$ cat src/rtl/spi_master.sv
`timescale 1ns/1ps
module spi_master #(
  parameter int DEPTH = 4,
  parameter int NSS   = 4
) (
  input  logic           clk,
  input  logic           rst_n,
  input  logic           reg_en,
  input  logic           reg_we,
  input  logic [2:0]     reg_addr,
  input  logic [31:0]    reg_wdata,
  output logic [31:0]    reg_rdata,
  output logic           irq,
  output logic           sck,
  output logic           mosi,
  input  logic           miso,
  output logic [NSS-1:0] ss_n
);
  localparam int AW = (DEPTH > 1) ? $clog2(DEPTH) : 1;
  localparam int CW = AW + 1;
  localparam logic [CW-1:0] FULL = CW'(DEPTH);
  localparam logic [2:0] A_CAP = 3'd0, A_CTL = 3'd1, A_STS = 3'd2, A_IEN = 3'd3,
                         A_TX  = 3'd4, A_RX  = 3'd5, A_SEL = 3'd6;
  localparam logic [31:0] CTL_MASK = 32'h7FFF_2000;
  localparam logic [31:0] IEN_MASK = 32'h0000_5F00;
  localparam logic [31:0] CAP_WORD = {8'(NSS), 7'd0, 1'b1, 8'(DEPTH), 8'h00};

  logic [31:0] ctl_q, ien_q;
  logic [NSS-1:0] sel_q;
  logic lt_q, ov_q;

  wire loop_b = ctl_q[30];
  wire cpol   = ctl_q[29];
  wire cpha   = ctl_q[28];
  wire div16  = ctl_q[27];
  wire msbf   = ctl_q[26];
  wire en     = ctl_q[24];
  wire [3:0] len = ctl_q[23:20];
  wire [3:0] pm  = ctl_q[19:16];
  wire fact   = ctl_q[13];

  wire wr = reg_en &  reg_we;
  wire rd = reg_en & ~reg_we;

  // Clock divider
  wire [4:0] base  = {1'b0, pm} + 5'd1;
  wire [9:0] t1    = fact ? {5'd0, base} : {4'd0, base, 1'b0};
  wire [9:0] half  = div16 ? {t1[5:0], 4'd0} : t1;
  wire [9:0] h_lim = half - 10'd1;

  wire [5:0] nbits    = (len == 4'd0) ? 6'd32 : {2'b00, len} + 6'd1;
  wire [5:0] last_edg = {nbits[4:0], 1'b0} - 6'd1;

  // Queues
  logic [31:0] tx_mem [DEPTH];
  logic [31:0] rx_mem [DEPTH];
  logic [AW-1:0] tx_rp, tx_wp, rx_rp, rx_wp;
  logic [CW-1:0] tx_cnt, rx_cnt;

  // Shifter
  logic        busy, phase;
  logic [9:0]  div_q;
  logic [5:0]  ecnt;
  logic [31:0] txsh, rxsh;

  assign mosi = msbf ? txsh[31] : txsh[0];
  assign sck  = cpol ^ phase;
  wire din    = loop_b ? mosi : miso;

  wire tick     = busy && (div_q == h_lim);
  wire leading  = ~ecnt[0];
  wire samp     = cpha ? ~leading : leading;
  wire shft     = ~samp && !(cpha && ecnt == 6'd0);
  wire [31:0] rx_in = msbf ? {rxsh[30:0], din} : {din, rxsh[31:1]};
  wire [31:0] rx_nx = (tick && samp) ? rx_in : rxsh;
  wire done     = tick && (ecnt == last_edg);
  wire [31:0] rx_word = (len == 4'd0) ? rx_nx : (msbf ? (rx_nx << 16) : (rx_nx >> 16));

  wire tx_push = wr && reg_addr == A_TX && en && tx_cnt != FULL;
  wire start   = en && !busy && tx_cnt != '0;
  wire rx_push = done && rx_cnt != FULL;
  wire rx_pop  = rd && reg_addr == A_RX && rx_cnt != '0;

  wire ne = rx_cnt != '0;
  wire nf = tx_cnt != FULL;
  wire [31:0] status = {17'd0, lt_q, 1'b0, ov_q, 2'b00, ne, nf, 8'd0};

  assign irq  = |(status & ien_q);
  assign ss_n = sel_q;

  always_comb begin
    case (reg_addr)
      A_CAP:   reg_rdata = CAP_WORD;
      A_CTL:   reg_rdata = ctl_q;
      A_STS:   reg_rdata = status;
      A_IEN:   reg_rdata = ien_q;
      A_RX:    reg_rdata = ne ? rx_mem[rx_rp] : 32'd0;
      A_SEL:   reg_rdata = 32'(sel_q);
      default: reg_rdata = 32'd0;
    endcase
  end

  // Registers
  always_ff @(posedge clk or negedge rst_n) begin
    if (!rst_n) begin
      ctl_q <= '0;
      ien_q <= '0;
      sel_q <= '1;
      lt_q  <= 1'b0;
      ov_q  <= 1'b0;
    end else begin
      if (wr && reg_addr == A_CTL) begin
        if (!en) ctl_q <= reg_wdata & CTL_MASK;
        else     ctl_q[24] <= reg_wdata[24];
      end
      if (wr && reg_addr == A_IEN) ien_q <= reg_wdata & IEN_MASK;
      if (wr && reg_addr == A_SEL) sel_q <= reg_wdata[NSS-1:0];
      if (done && tx_cnt == '0)                    lt_q <= 1'b1;
      else if (wr && reg_addr == A_STS && reg_wdata[14]) lt_q <= 1'b0;
      if (done && rx_cnt == FULL)                  ov_q <= 1'b1;
      else if (wr && reg_addr == A_STS && reg_wdata[12]) ov_q <= 1'b0;
    end
  end

  // Transmit queue
  always_ff @(posedge clk) if (tx_push) tx_mem[tx_wp] <= reg_wdata;

  always_ff @(posedge clk or negedge rst_n) begin
    if (!rst_n) begin
      tx_rp <= '0; tx_wp <= '0; tx_cnt <= '0;
    end else if (!en) begin
      tx_rp <= '0; tx_wp <= '0; tx_cnt <= '0;
    end else begin
      if (tx_push) tx_wp <= tx_wp + 1'b1;
      if (start)   tx_rp <= tx_rp + 1'b1;
      tx_cnt <= tx_cnt + CW'(tx_push) - CW'(start);
    end
  end

  // Receive queue
  always_ff @(posedge clk) if (rx_push) rx_mem[rx_wp] <= rx_word;

  always_ff @(posedge clk or negedge rst_n) begin
    if (!rst_n) begin
      rx_rp <= '0; rx_wp <= '0; rx_cnt <= '0;
    end else begin
      if (rx_push) rx_wp <= rx_wp + 1'b1;
      if (rx_pop)  rx_rp <= rx_rp + 1'b1;
      rx_cnt <= rx_cnt + CW'(rx_push) - CW'(rx_pop);
    end
  end

  // Shift engine
  always_ff @(posedge clk or negedge rst_n) begin
    if (!rst_n) begin
      busy <= 1'b0; phase <= 1'b0; div_q <= '0; ecnt <= '0;
      txsh <= '0;   rxsh  <= '0;
    end else if (!en) begin
      busy <= 1'b0; phase <= 1'b0; div_q <= '0; ecnt <= '0;
    end else if (start) begin
      busy  <= 1'b1;
      phase <= 1'b0;
      div_q <= '0;
      ecnt  <= '0;
      txsh  <= tx_mem[tx_rp];
      rxsh  <= '0;
    end else if (busy) begin
      if (tick) begin
        div_q <= '0;
        phase <= ~phase;
        ecnt  <= ecnt + 6'd1;
        rxsh  <= rx_nx;
        if (shft) txsh <= msbf ? (txsh << 1) : (txsh >> 1);
        if (done) busy <= 1'b0;
      end else begin
        div_q <= div_q + 10'd1;
      end
    end
  end

  // Assertions
  a_r5_idle_level: assert property (@(posedge clk) disable iff (!rst_n)
    !busy |-> (sck == cpol));
  a_r7_ctl_locked: assert property (@(posedge clk) disable iff (!rst_n)
    en |=> ($stable(ctl_q[31:25]) && $stable(ctl_q[23:0])));
  a_r8_tx_flushed: assert property (@(posedge clk) disable iff (!rst_n)
    !en |=> (tx_cnt == '0 && !busy));
  a_r9_overrun_flag: assert property (@(posedge clk) disable iff (!rst_n)
    (done && rx_cnt == FULL) |=> (ov_q && $stable(rx_cnt)));
  a_r10_queue_bounds: assert property (@(posedge clk) disable iff (!rst_n)
    (tx_cnt <= FULL) && (rx_cnt <= FULL));
  a_r10_last_char: assert property (@(posedge clk) disable iff (!rst_n)
    (done && tx_cnt == '0) |=> lt_q);
endmodule

$ cat config.mk
export PLATFORM = sky130hd
export DESIGN_NAME = spi_master
export DESIGN_NICKNAME = d
export VERILOG_FILES = /design/src/rtl/spi_master.sv
export SDC_FILE = /design/constraint.sdc
export NUM_CORES = 1
export LEC_CHECK = 0
export BUFFER_PORTS_ARGS = -buffer_cell sky130_fd_sc_hd__buf_4
export CAP_MARGIN = 20
export CORE_ASPECT_RATIO = 1.25
export CORE_UTILIZATION = 56
export DETAILED_ROUTE_END_ITERATION = 8
export PLACE_DENSITY = 0.88
export SLEW_MARGIN = 20
export SYNTH_ARGS = -nofsm -noshare
export SYNTH_HDL_FRONTEND = slang
export SYNTH_SLANG_ARGS = --single-unit
$ cat constraint.sdc
create_clock -name clk -period 4.8 [get_ports clk]
set_clock_uncertainty 0.15 [all_clocks]
set_input_delay 0.24 -clock clk [delete_from_list [all_inputs] [get_ports clk]]
set_output_delay 0.24 -clock clk [all_outputs]
set_load 0.005 [all_outputs]
# ---- After elaboration in Yosys (flattened, before gate mapping)
# Memory sizes are Yosys's and may differ from the RTL's.
# Cells that the tools add are included.
dict set report classes {
  n_addsub 14
  n_eq_ne 15
  mux 50
  bitwise_logic 9
  reduce_logical 39
}
# cell count
set ops {}
lappend ops {{32-bit 2-to-1 mux} 13}
lappend ops {{32-bit one-hot mux with 6 select lines} 1}
lappend ops {{10-bit 2-to-1 mux} 5}
lappend ops {{32-bit OR reduction} 1}
lappend ops {{6-bit 2-to-1 mux} 5}
lappend ops {{1-bit logical AND} 21}
lappend ops {{1-bit 2-to-1 mux} 20}
lappend ops {{15-bit bitwise AND} 1}
lappend ops {{3-bit equality test, second input constant} 4}
lappend ops {{10-bit by 1-bit adder with 10-bit output, second input constant} 1}
lappend ops {{4-bit by 1-bit adder with 5-bit output, second input constant} 2}
lappend ops {{10-bit equality test} 1}
lappend ops {{2-bit nonzero test} 5}
lappend ops {{10-bit by 1-bit subtractor with 10-bit output, second input constant} 1}
lappend ops {{2-bit by 1-bit adder with 2-bit output, second input constant} 4}
lappend ops {{2-bit 2-to-1 mux} 4}
lappend ops {{3-bit by 1-bit adder with 3-bit output} 2}
lappend ops {{6-bit by 1-bit adder with 6-bit output, second input constant} 1}
lappend ops {{3-bit by 2-bit equality test with 1-bit output, second input constant} 2}
lappend ops {{6-bit equality test} 1}
lappend ops {{3-bit logical NOT} 2}
lappend ops {{6-bit logical NOT} 1}
lappend ops {{3-bit by 1-bit != test with 1-bit output, second input constant} 2}
lappend ops {{3-bit != test, second input constant} 2}
lappend ops {{other kinds (15)} 25}
dict set report totals {
  reg_bits 124
  ramBits 256
  output_inout_bits 39
  elab_cells 147
  n_memories 2
}
# memory words width rd rd_clocked_by_memory_dff wr line
set mem_list {}
lappend mem_list {rx_mem 4 32 1 0 1 56} ;# logic [31:0] rx_mem [DEPTH];
lappend mem_list {tx_mem 4 32 1 0 1 55} ;# logic [31:0] tx_mem [DEPTH];

# ---- Logic depth before layout (Yosys ltp)
# Gate-level depths: netlist of the first run.
dict set report depth {
  ltp_word 12
  depth_mapped 23
  mapped_depth_nobuf 21
}

# ---- Worst setup path before layout of the first run
# No wires, ideal clock.
dict set report synth_path {
  kind {register to register}
  from {register ctl_q[17]}
  to {register rx_cnt[2]}
  setup_ns 0.126
  t_arrival_ns 4.707
  path_slack_ns -0.183
  path_stages_with_launch 23
  path_cell_list {dfrtp_1 -> ha_1 -> inv_1 -> mux2i_1 -> nand2_1 -> ha_1 -> clkbuf_1 -> xnor2_1 -> xnor2_1 -> o41ai_1 -> o21ai_1 -> nor4bb_1 -> nand4_1 -> nor4_1 -> and2_1 -> inv_1 -> ha_1 -> inv_1 -> ha_1 -> inv_1 -> fa_1 -> xnor2_1 -> xnor2_1}
}
dict set report synth_between {
  elab_chain_cells 10
}
# element line
set synth_lines {}
lappend synth_lines {{start, declared} 28} ;# logic [31:0] ctl_q, ien_q;
lappend synth_lines {{start signal, assigned} 113} ;# if (!en) ctl_q <= reg_wdata & CTL_MASK;
lappend synth_lines {{4-bit by 1-bit adder with 5-bit output} 46} ;# wire [4:0] base = {1'b0, pm} + 5'd1;
lappend synth_lines {{6-bit 2-to-1 mux} 47} ;# wire [9:0] t1 = fact ? {5'd0, base} : {4'd0, base, 1'b0};
lappend synth_lines {{10-bit 2-to-1 mux} 48} ;# wire [9:0] half = div16 ? {t1[5:0], 4'd0} : t1;
lappend synth_lines {{10-bit by 1-bit subtractor with 10-bit output} 49} ;# wire [9:0] h_lim = half - 10'd1;
lappend synth_lines {{10-bit equality test} 70} ;# wire tick = busy && (div_q == h_lim);
lappend synth_lines {{1-bit logical AND} 70}
lappend synth_lines {{1-bit logical AND} 76} ;# wire done = tick && (ecnt == last_edg);
lappend synth_lines {{1-bit logical AND} 81} ;# wire rx_push = done && rx_cnt != FULL;
lappend synth_lines {{3-bit by 1-bit adder with 3-bit output} 149} ;# rx_cnt <= rx_cnt + CW'(rx_push) - CW'(rx_pop);
lappend synth_lines {{3-bit by 1-bit subtractor with 3-bit output} 149}
lappend synth_lines {{end signal, assigned} 149}
lappend synth_lines {{end, declared} 58} ;# logic [CW-1:0] tx_cnt, rx_cnt;
# No other way between the ends.
# A chain may end at the register's enable or synchronous reset.

# ---- Worst setup path in the final report of the first run
# Ends and elaborated chain as after synthesis.

==> impl_metrics.csv, run 1 <==
group,metric,value,unit
run_status,status,"completed",
logic_synthesis,synth_area_leaders,"edfxtp_1 (42%), dfrtp_1 (17%), mux4_2 (7.9%), mux2i_1 (5.1%), nand2_1 (2.5%)",
placement,portBuffers,78,
sta,clock.fmax,0.2180,GHz
sta,worst_slack,0.2132,ns
layout,drive_gt1_share,20.13,%
global_routing,antenna_found_initial,0,
drt,drcViolationCount,0,
layout,diodes,0,
sta,slew_violations,0,
logic_synthesis,yosys.area.top_type,"edfxtp_1",
floorplan,fp.dieArea,33140,sq um
logic_synthesis,synthDominantCellAreaShare,42.35,%
logic_synthesis,syn_inst,1372,
logic_synthesis,synth_edf_count,256,
logic_synthesis,avgSynthCellArea,13.23,sq um
cts,clk-insertion-delay-late,0.54,ns
job,drv_cap,0,
cts,path_clk_slew,0.07,ns
setup_path,worstSetupPathType,"reg2reg",
drt,viasPerCell,6.479,
global_routing,grt_max_degree,64,
hold_path,min-delay-start,"reg_en",
cts,clock-sinks,380,
floorplan,start_util,56.95,%
setup_path,crit_slowest_cell,"or4_4",
cts,root_buffer,"clkbuf_16",
setup_path,crit_start,"ctl_q[17]",
pwr,ir_worst_vdd,0.2524,mV
layout,area_growth,14.99,%
sta,worst_pin_slew,1.007,ns
global_routing,grt_overflow,0,
setup_path,crit_fanout,8,
logic_synthesis,ys_seq_elements,380,
global_routing,track_usage,27.33,%
sta,finalCritPeriodShare,95.56,%
layout,fillCellCount,2144,
placement,gp_congestion,0.8767,
placement,dpl-instance-area,19250,sq um
logic_synthesis,synth_nets,1434,
drt,drt-initial-drc-count,1394,
layout,multi_input_area,6854,sq um
sta,period_needed,4.587,ns
setup_path,worstPathRequired,5.10,ns
floorplan,num_rows,73,
placement,preCtsSetupSlack,0.02847,ns
pwr,total_power,8547,uW
pwr,p_leak,0.007678,uW
logic_synthesis,ys.flop_type,"edfxtp_1",
drt,drt-wirelength-per-cell,23.22,microns
cts,cts_tree,"yes",
sta,fin_hold_ws,0.02873,ns
sta,slew_headroom,32.62,%
setup_path,worstPathArrival,4.89,ns
layout,fin_cells,1912,
global_routing,grt_pass1_vias,12600,
logic_synthesis,async_flop_share,32.63,%
setup_path,startpoint_type,"flop",
placement,placed_cells,1811,
setup_path,path_cells,"ha_1 > inv_1 > mux2i_2 > nand2_1 > ha_1 > buf_4 > nand2_1 > mux2i_1 > a31oi_1 > o31ai_1 > o21a_1 > or4_4 > nor4_2 > buf_4 > and2_4 > inv_1 > ha_1 > inv_1 > ha_1 > inv_1 > fa_2 > xnor2_2 > xnor2_1",
layout,design_area,20870,sq um
floorplan,core,31880,sq um
cts,clockBufferDepth,3,
hold_path,hold_class,"in2reg",
sta,setup_viol,0,
placement,dp_hpwl,27890,microns
cts,cts-buffers-inserted,36,
floorplan,io_pins,79,
setup_path,cp-end-kind,"flop",
setup_path,r2r_start,"ctl_q[17]",
logic_synthesis,yosysSeqAreaShare,59.47,%
drt,ant_nets,0,
layout,fin_nets,1535,
logic_synthesis,ys_warn_count,0,
global_routing,grt_pass1_wl,69140,microns
logic_synthesis,syn-cell-area,18150,sq um
pwr,power_density,409.5,nW/um^2
floorplan,fp.dieH,203.3,microns
cts,cts_max_level,2,
setup_path,max_stage_delay,0.54,ns
drt,first_pass_iters,5,
layout,ff_latch_area,10800,sq um
drt,wirelength,44400,microns
drt,num_vias,12390,
floorplan,fp.dieW,163.0,microns
logic_synthesis,synth_cell_type_count,65,
sta,hold_violations,0,
-- cell usage in the layout, fill, tap and decap left out, drive strengths merged, types with 8 or more instances in the layout --
| cell type | n |
|---|---|
| clkbuf | 41 |
| edfxtp | 256 |
| mux2 | 31 |
| mux4 | 64 |
| a31oi | 44 |
| xnor2 | 24 |
| nand2b | 8 |
| mux2i | 92 |
| inv | 56 |
| a21boi | 12 |
| o2bb2ai | 24 |
| a22o | 24 |
| nor4 | 8 |
| dlygate4sd3 | 33 |
| a32o | 9 |
| ha | 20 |
| o21ai | 102 |
| dfrtp | 120 |
| o211ai | 13 |
| nand3 | 24 |
| and3 | 9 |
| xor2 | 13 |
| nand2 | 122 |
| o22ai | 10 |
| nor3 | 13 |
| nor2 | 26 |
| clkinv | 15 |
| buf | 125 |
| a21oi | 46 |
| and2 | 27 |
-- kinds of logic after synthesis --
| logic type | synth area share [%] |
|---|---|
| DFF | 59.47 |
| AOI/OAI and AO/OA | 11.05 |
| and+or+nand+nor | 7.961 |
| muxes | 14.94 |
| buffers and inverters | 3.198 |
| xor gates and xnor gates | 1.785 |
| adders and majority gates | 1.599 |
-- cells in the mapped netlist (26+ instances only) --
master,n
edfxtp_1,256
nand2_1,122
dfrtp_1,120
mux2i_1,92
o21ai_0,86
clkbuf_1,75
mux4_2,64
inv_1,53
a21oi_1,46
a31oi_1,44
mux2_2,31
and2_1,27
nor2_1,26
-- routing by layer --
| metal | GRT usage (%) | routed length [microns] |
|---|---|---|
| met4 | 15.32 | 2353 |
| met2 | 47.51 | 23060 |
| met5 | 0 | 0 |
| met3 | 3.661 | 2739 |
| met1 | 32.64 | 16240 |
-- registers in the layout, summed over array words and instances (netlist names) --
| register | count |
|---|---|
| rx_mem | 128 |
| tx_mem | 128 |
| rxsh | 32 |
| txsh | 32 |
| ctl_q | 16 |
| div_q | 10 |
| ecnt | 6 |
| ien_q | 6 |
| ss_n | 4 |
| rx_cnt | 3 |
| tx_cnt | 3 |
| rx_rp | 2 |
| rx_wp | 2 |
| tx_rp | 2 |
| tx_wp | 2 |
| busy | 1 |
| lt_q | 1 |
| ov_q | 1 |
| phase | 1 |
-- through the flow --
step | setup TNS (ns) | utilization [%]
finish | 0 | 65.48
CTS | 0 | 65.25
global placement | 0 | 60.40
floorplan | 0 | -
detailed placement | 0 | 60.40
global route | -0.006363 | 65.48
-- cell type report --
cell class / instances / share of cell area [%]
sequential: 380 / 51.75
timing repair buffer: 158 / 6.138
clock buffer: 41 / 4.406
multi-input combinational: 842 / 32.84
inverter: 55 / 0.9890
tap: 412 / 2.470
clock inverter: 24 / 1.415
-- worst paths after layout --
check | endpoint | slack (ns) | depth (start not counted)
min in group asynchronous | div_q[8] | 0.12 | 2
worst min-delay path | rx_rp[0] | 0.03 | 3
max in group asynchronous | tx_rp[0] | 3.25 | 3
worst min register to register | ctl_q[25] | 0.36 | 1
worst max-delay path | rx_cnt[2] | 0.21 | 23
worst max register to register | rx_cnt[2] | 0.21 | 23
-- where the power goes --
group	leakage (uW)	switching (uW)	total (uW)	internal, uW
Clock	0.000588	1240	2960	1720
Sequential	0.00383	257	3860	3600
Combinational	0.00326	957	1730	774
-- critical path, delay by kind of cell, from the launching register on --
family          cells  cell delay, ns
flops               1            0.39
compound gates      3            0.45
fa+ha+maj           5            1.32
mux                 2            0.23
simple gates        5            1.05
buf+inv             6            0.57
xor+xnor            2            0.35
-- what timing repair did --
action                     CTS  global route
setup endpoints to repair    0            10
hold buffers                33             0
hold endpoints to repair   193             0
setup buffers                0             3
resized for setup            0             9
(Power assumes the default switching activity.)
==> inputs of run 2 (changes only) <==
CORE_ASPECT_RATIO = 0.75   (was 1.25)
CORE_MARGIN = 2   (was not set)
==> run 2 against run 1 <==
Net effect: sequential share of layout area fell by 0.18 points; total power fell by 0.56%; via count fell by 1.3%; clock power fell by 2%; non-clock buffer count rose by 2; die area rose by 2.2%; cell area rose by 0.37%; largest power group unchanged; combinational power barely moved; critical path depth fell by 2.
==> impl_metrics.csv, run 2 (synthesis results as in run 1) <==
group,metric,value,unit
run_status,status,"completed",
global_routing,gr-usage-met1,37.05,%
cts,clock-sinks,380,
cts,path_clk_slew,0.06,ns
drt,drt-initial-drc-count,1733,
floorplan,io_pins,79,
sta,finalCritPeriodShare,94.39,%
layout,area_growth,15.41,%
placement,placed_cells,1842,
layout,design_area,20950,sq um
floorplan,fp.dieH,159.9,microns
sta,fin_hold_ws,0.04752,ns
cts,cts_max_level,2,
global_routing,grt_pass1_wl,68210,microns
cts,cts-buffers-inserted,38,
sta,period_needed,4.531,ns
floorplan,fp.dieArea,33890,sq um
floorplan,core,32160,sq um
drt,drt-wirelength-per-cell,22.35,microns
pwr,ir_worst_vdd,0.2575,mV
layout,fin_nets,1539,
global_routing,grt-busiest-layer,"met2",
placement,dpl-instance-area,19300,sq um
global_routing,met2_usage,41.69,%
setup_path,worstPathRequired,5.11,ns
layout,multi_input_area,6879,sq um
layout,fillCellCount,2199,
cts,clk-insertion-delay-late,0.55,ns
global_routing,grt_pass1_vias,12090,
setup_path,worstPathArrival,4.84,ns
cts,cts_tree,"yes",
pwr,p_leak,0.007687,uW
drt,num_vias,12230,
global_routing,grt_overflow,0,
setup_path,startpoint_type,"flop",
setup_path,worstSetupPathType,"reg2reg",
sta,slew_headroom,32.30,%
layout,largestRegisters,"rx_mem x128, tx_mem x128",
global_routing,use_met3,4.149,%
global_routing,antenna_found_initial,0,
global_routing,grt_max_degree,55,
cts,clockBufferDepth,3,
layout,diodes,0,
placement,dp_hpwl,27330,microns
placement,portBuffers,78,
sta,worst_pin_slew,1.012,ns
job,drv_cap,0,
drt,drcViolationCount,0,
placement,gp_congestion,0.9098,
setup_path,cp-end-kind,"flop",
floorplan,fp.dieW,211.9,microns
drt,viasPerCell,6.276,
drt,ant_nets,0,
setup_path,reg2reg_depth,21,
floorplan,start_util,56.44,%
layout,final_cell_mix,"edfxtp_1 (256), buf_4 (126), nand2_1 (122)",
setup_path,crit_fanout,4,
hold_path,hold_depth,3,
layout,mostFrequentLayoutCell,"edfxtp_1",
layout,fin_cells,1949,
sta,hold_violations,0,
cts,root_buffer,"clkbuf_16",
sta,clock.fmax,0.2207,GHz
sta,setup_viol,0,
floorplan,num_rows,57,
sta,slew_violations,0,
hold_path,hold_class,"in2reg",
pwr,power_density,405.7,nW/um^2
layout,ff_latch_area,10800,sq um
drt,wirelength,43570,microns
global_routing,track_usage,25.84,%
layout,drive_gt1_share,19.91,%
drt,first_pass_iters,6,
-- run 2: changes by cell type in the layout (fill, tap and decap cells not counted), sizes merged --
| cell | previous run | this run |
|---|---|---|
| clkinv | 15 | 11 |
| inv | 56 | 55 |
| buf | 125 | 127 |
| bufinv | 6 | 1 |
| clkbuf | 41 | 56 |
-- run 2: path summary, 6_finish.rpt --
check,start,to,slack (ns)
max,ctl_q[16],rx_cnt[2],0.27
min,reg_addr[1],ctl_q[24],0.05
max reg2reg,ctl_q[16],rx_cnt[2],0.27
min reg2reg,ov_q,ov_q,0.38
max in group asynchronous,rst_n,ctl_q[26],3.18
min in group asynchronous,rst_n,txsh[12],0.09
-- run 2: timing repair --
item,4_1_cts,5_1_grt
cloned,0,0
endpoints found under the hold margin,200,0
hold buffers,33,0
setup buffers,0,4
setup endpoints to repair,1,53
pin swaps,0,7
gates resized for setup,1,11
-- run 2: critical path: stages (launching register included) --
cell and delay, ns:
dfrtp_1 0.38, ha_1 0.30, inv_1 0.05, mux2i_2 0.18, nand2_1 0.14, ha_4 0.21
xnor2_4 0.14, xnor2_1 0.15, o41ai_2 0.21, o21ai_1 0.16, nor4bb_4 0.32, nand4_1 0.21
nor4_4 0.35, and2_4 0.21, inv_1 0.04, ha_1 0.27, inv_1 0.06, ha_1 0.15
inv_1 0.06, fa_1 0.37, xnor2_1 0.20, xnor2_1 0.14
-- run 2: area by class of cell --
| type | count | share of cell area [%] |
|---|---|---|
| multi-input combinational | 842 | 32.84 |
| clock buffer | 56 | 5.214 |
| timing repair buffer | 160 | 6.187 |
| inverter | 55 | 0.9854 |
| sequential | 380 | 51.57 |
| clock inverter | 14 | 0.5674 |
| tap | 442 | 2.640 |
-- run 2: power breakdown --
group | internal [uW] | switching, uW | leakage, uW | total, uW
clock | 1650 | 1260 | 0.000584 | 2910
combinational | 775 | 921 | 0.00327 | 1700
sequential | 3600 | 292 | 0.00383 | 3900
total | 6030 | 2470 | 0.00769 | 8500
-- run 2: metrics by stage --
stage | utilization [%] | setup TNS, ns | setup WS (ns) | power [uW]
2_1_floorplan | - | 0 | 0.01868 | 5017
3_3_place_gp | 60.00 | 0 | 0.1808 | 5489
3_5_place_dp | 60.00 | 0 | 0.03305 | 5541
4_1_cts | 64.82 | 0 | 0.06002 | 8454
5_1_grt | 65.13 | -0.01537 | -0.01537 | 8811
6_report | 65.13 | 0 | 0.2692 | 8499
-- run 2: per-layer routing --
layer | share of wire, % | vias to the layer above
li1 | - | 5432
met2 | 49 | 544
met3 | 7.2 | 78
met4 | 2.2 | 0
met1 | 41 | 6177
met5 | 0 | -
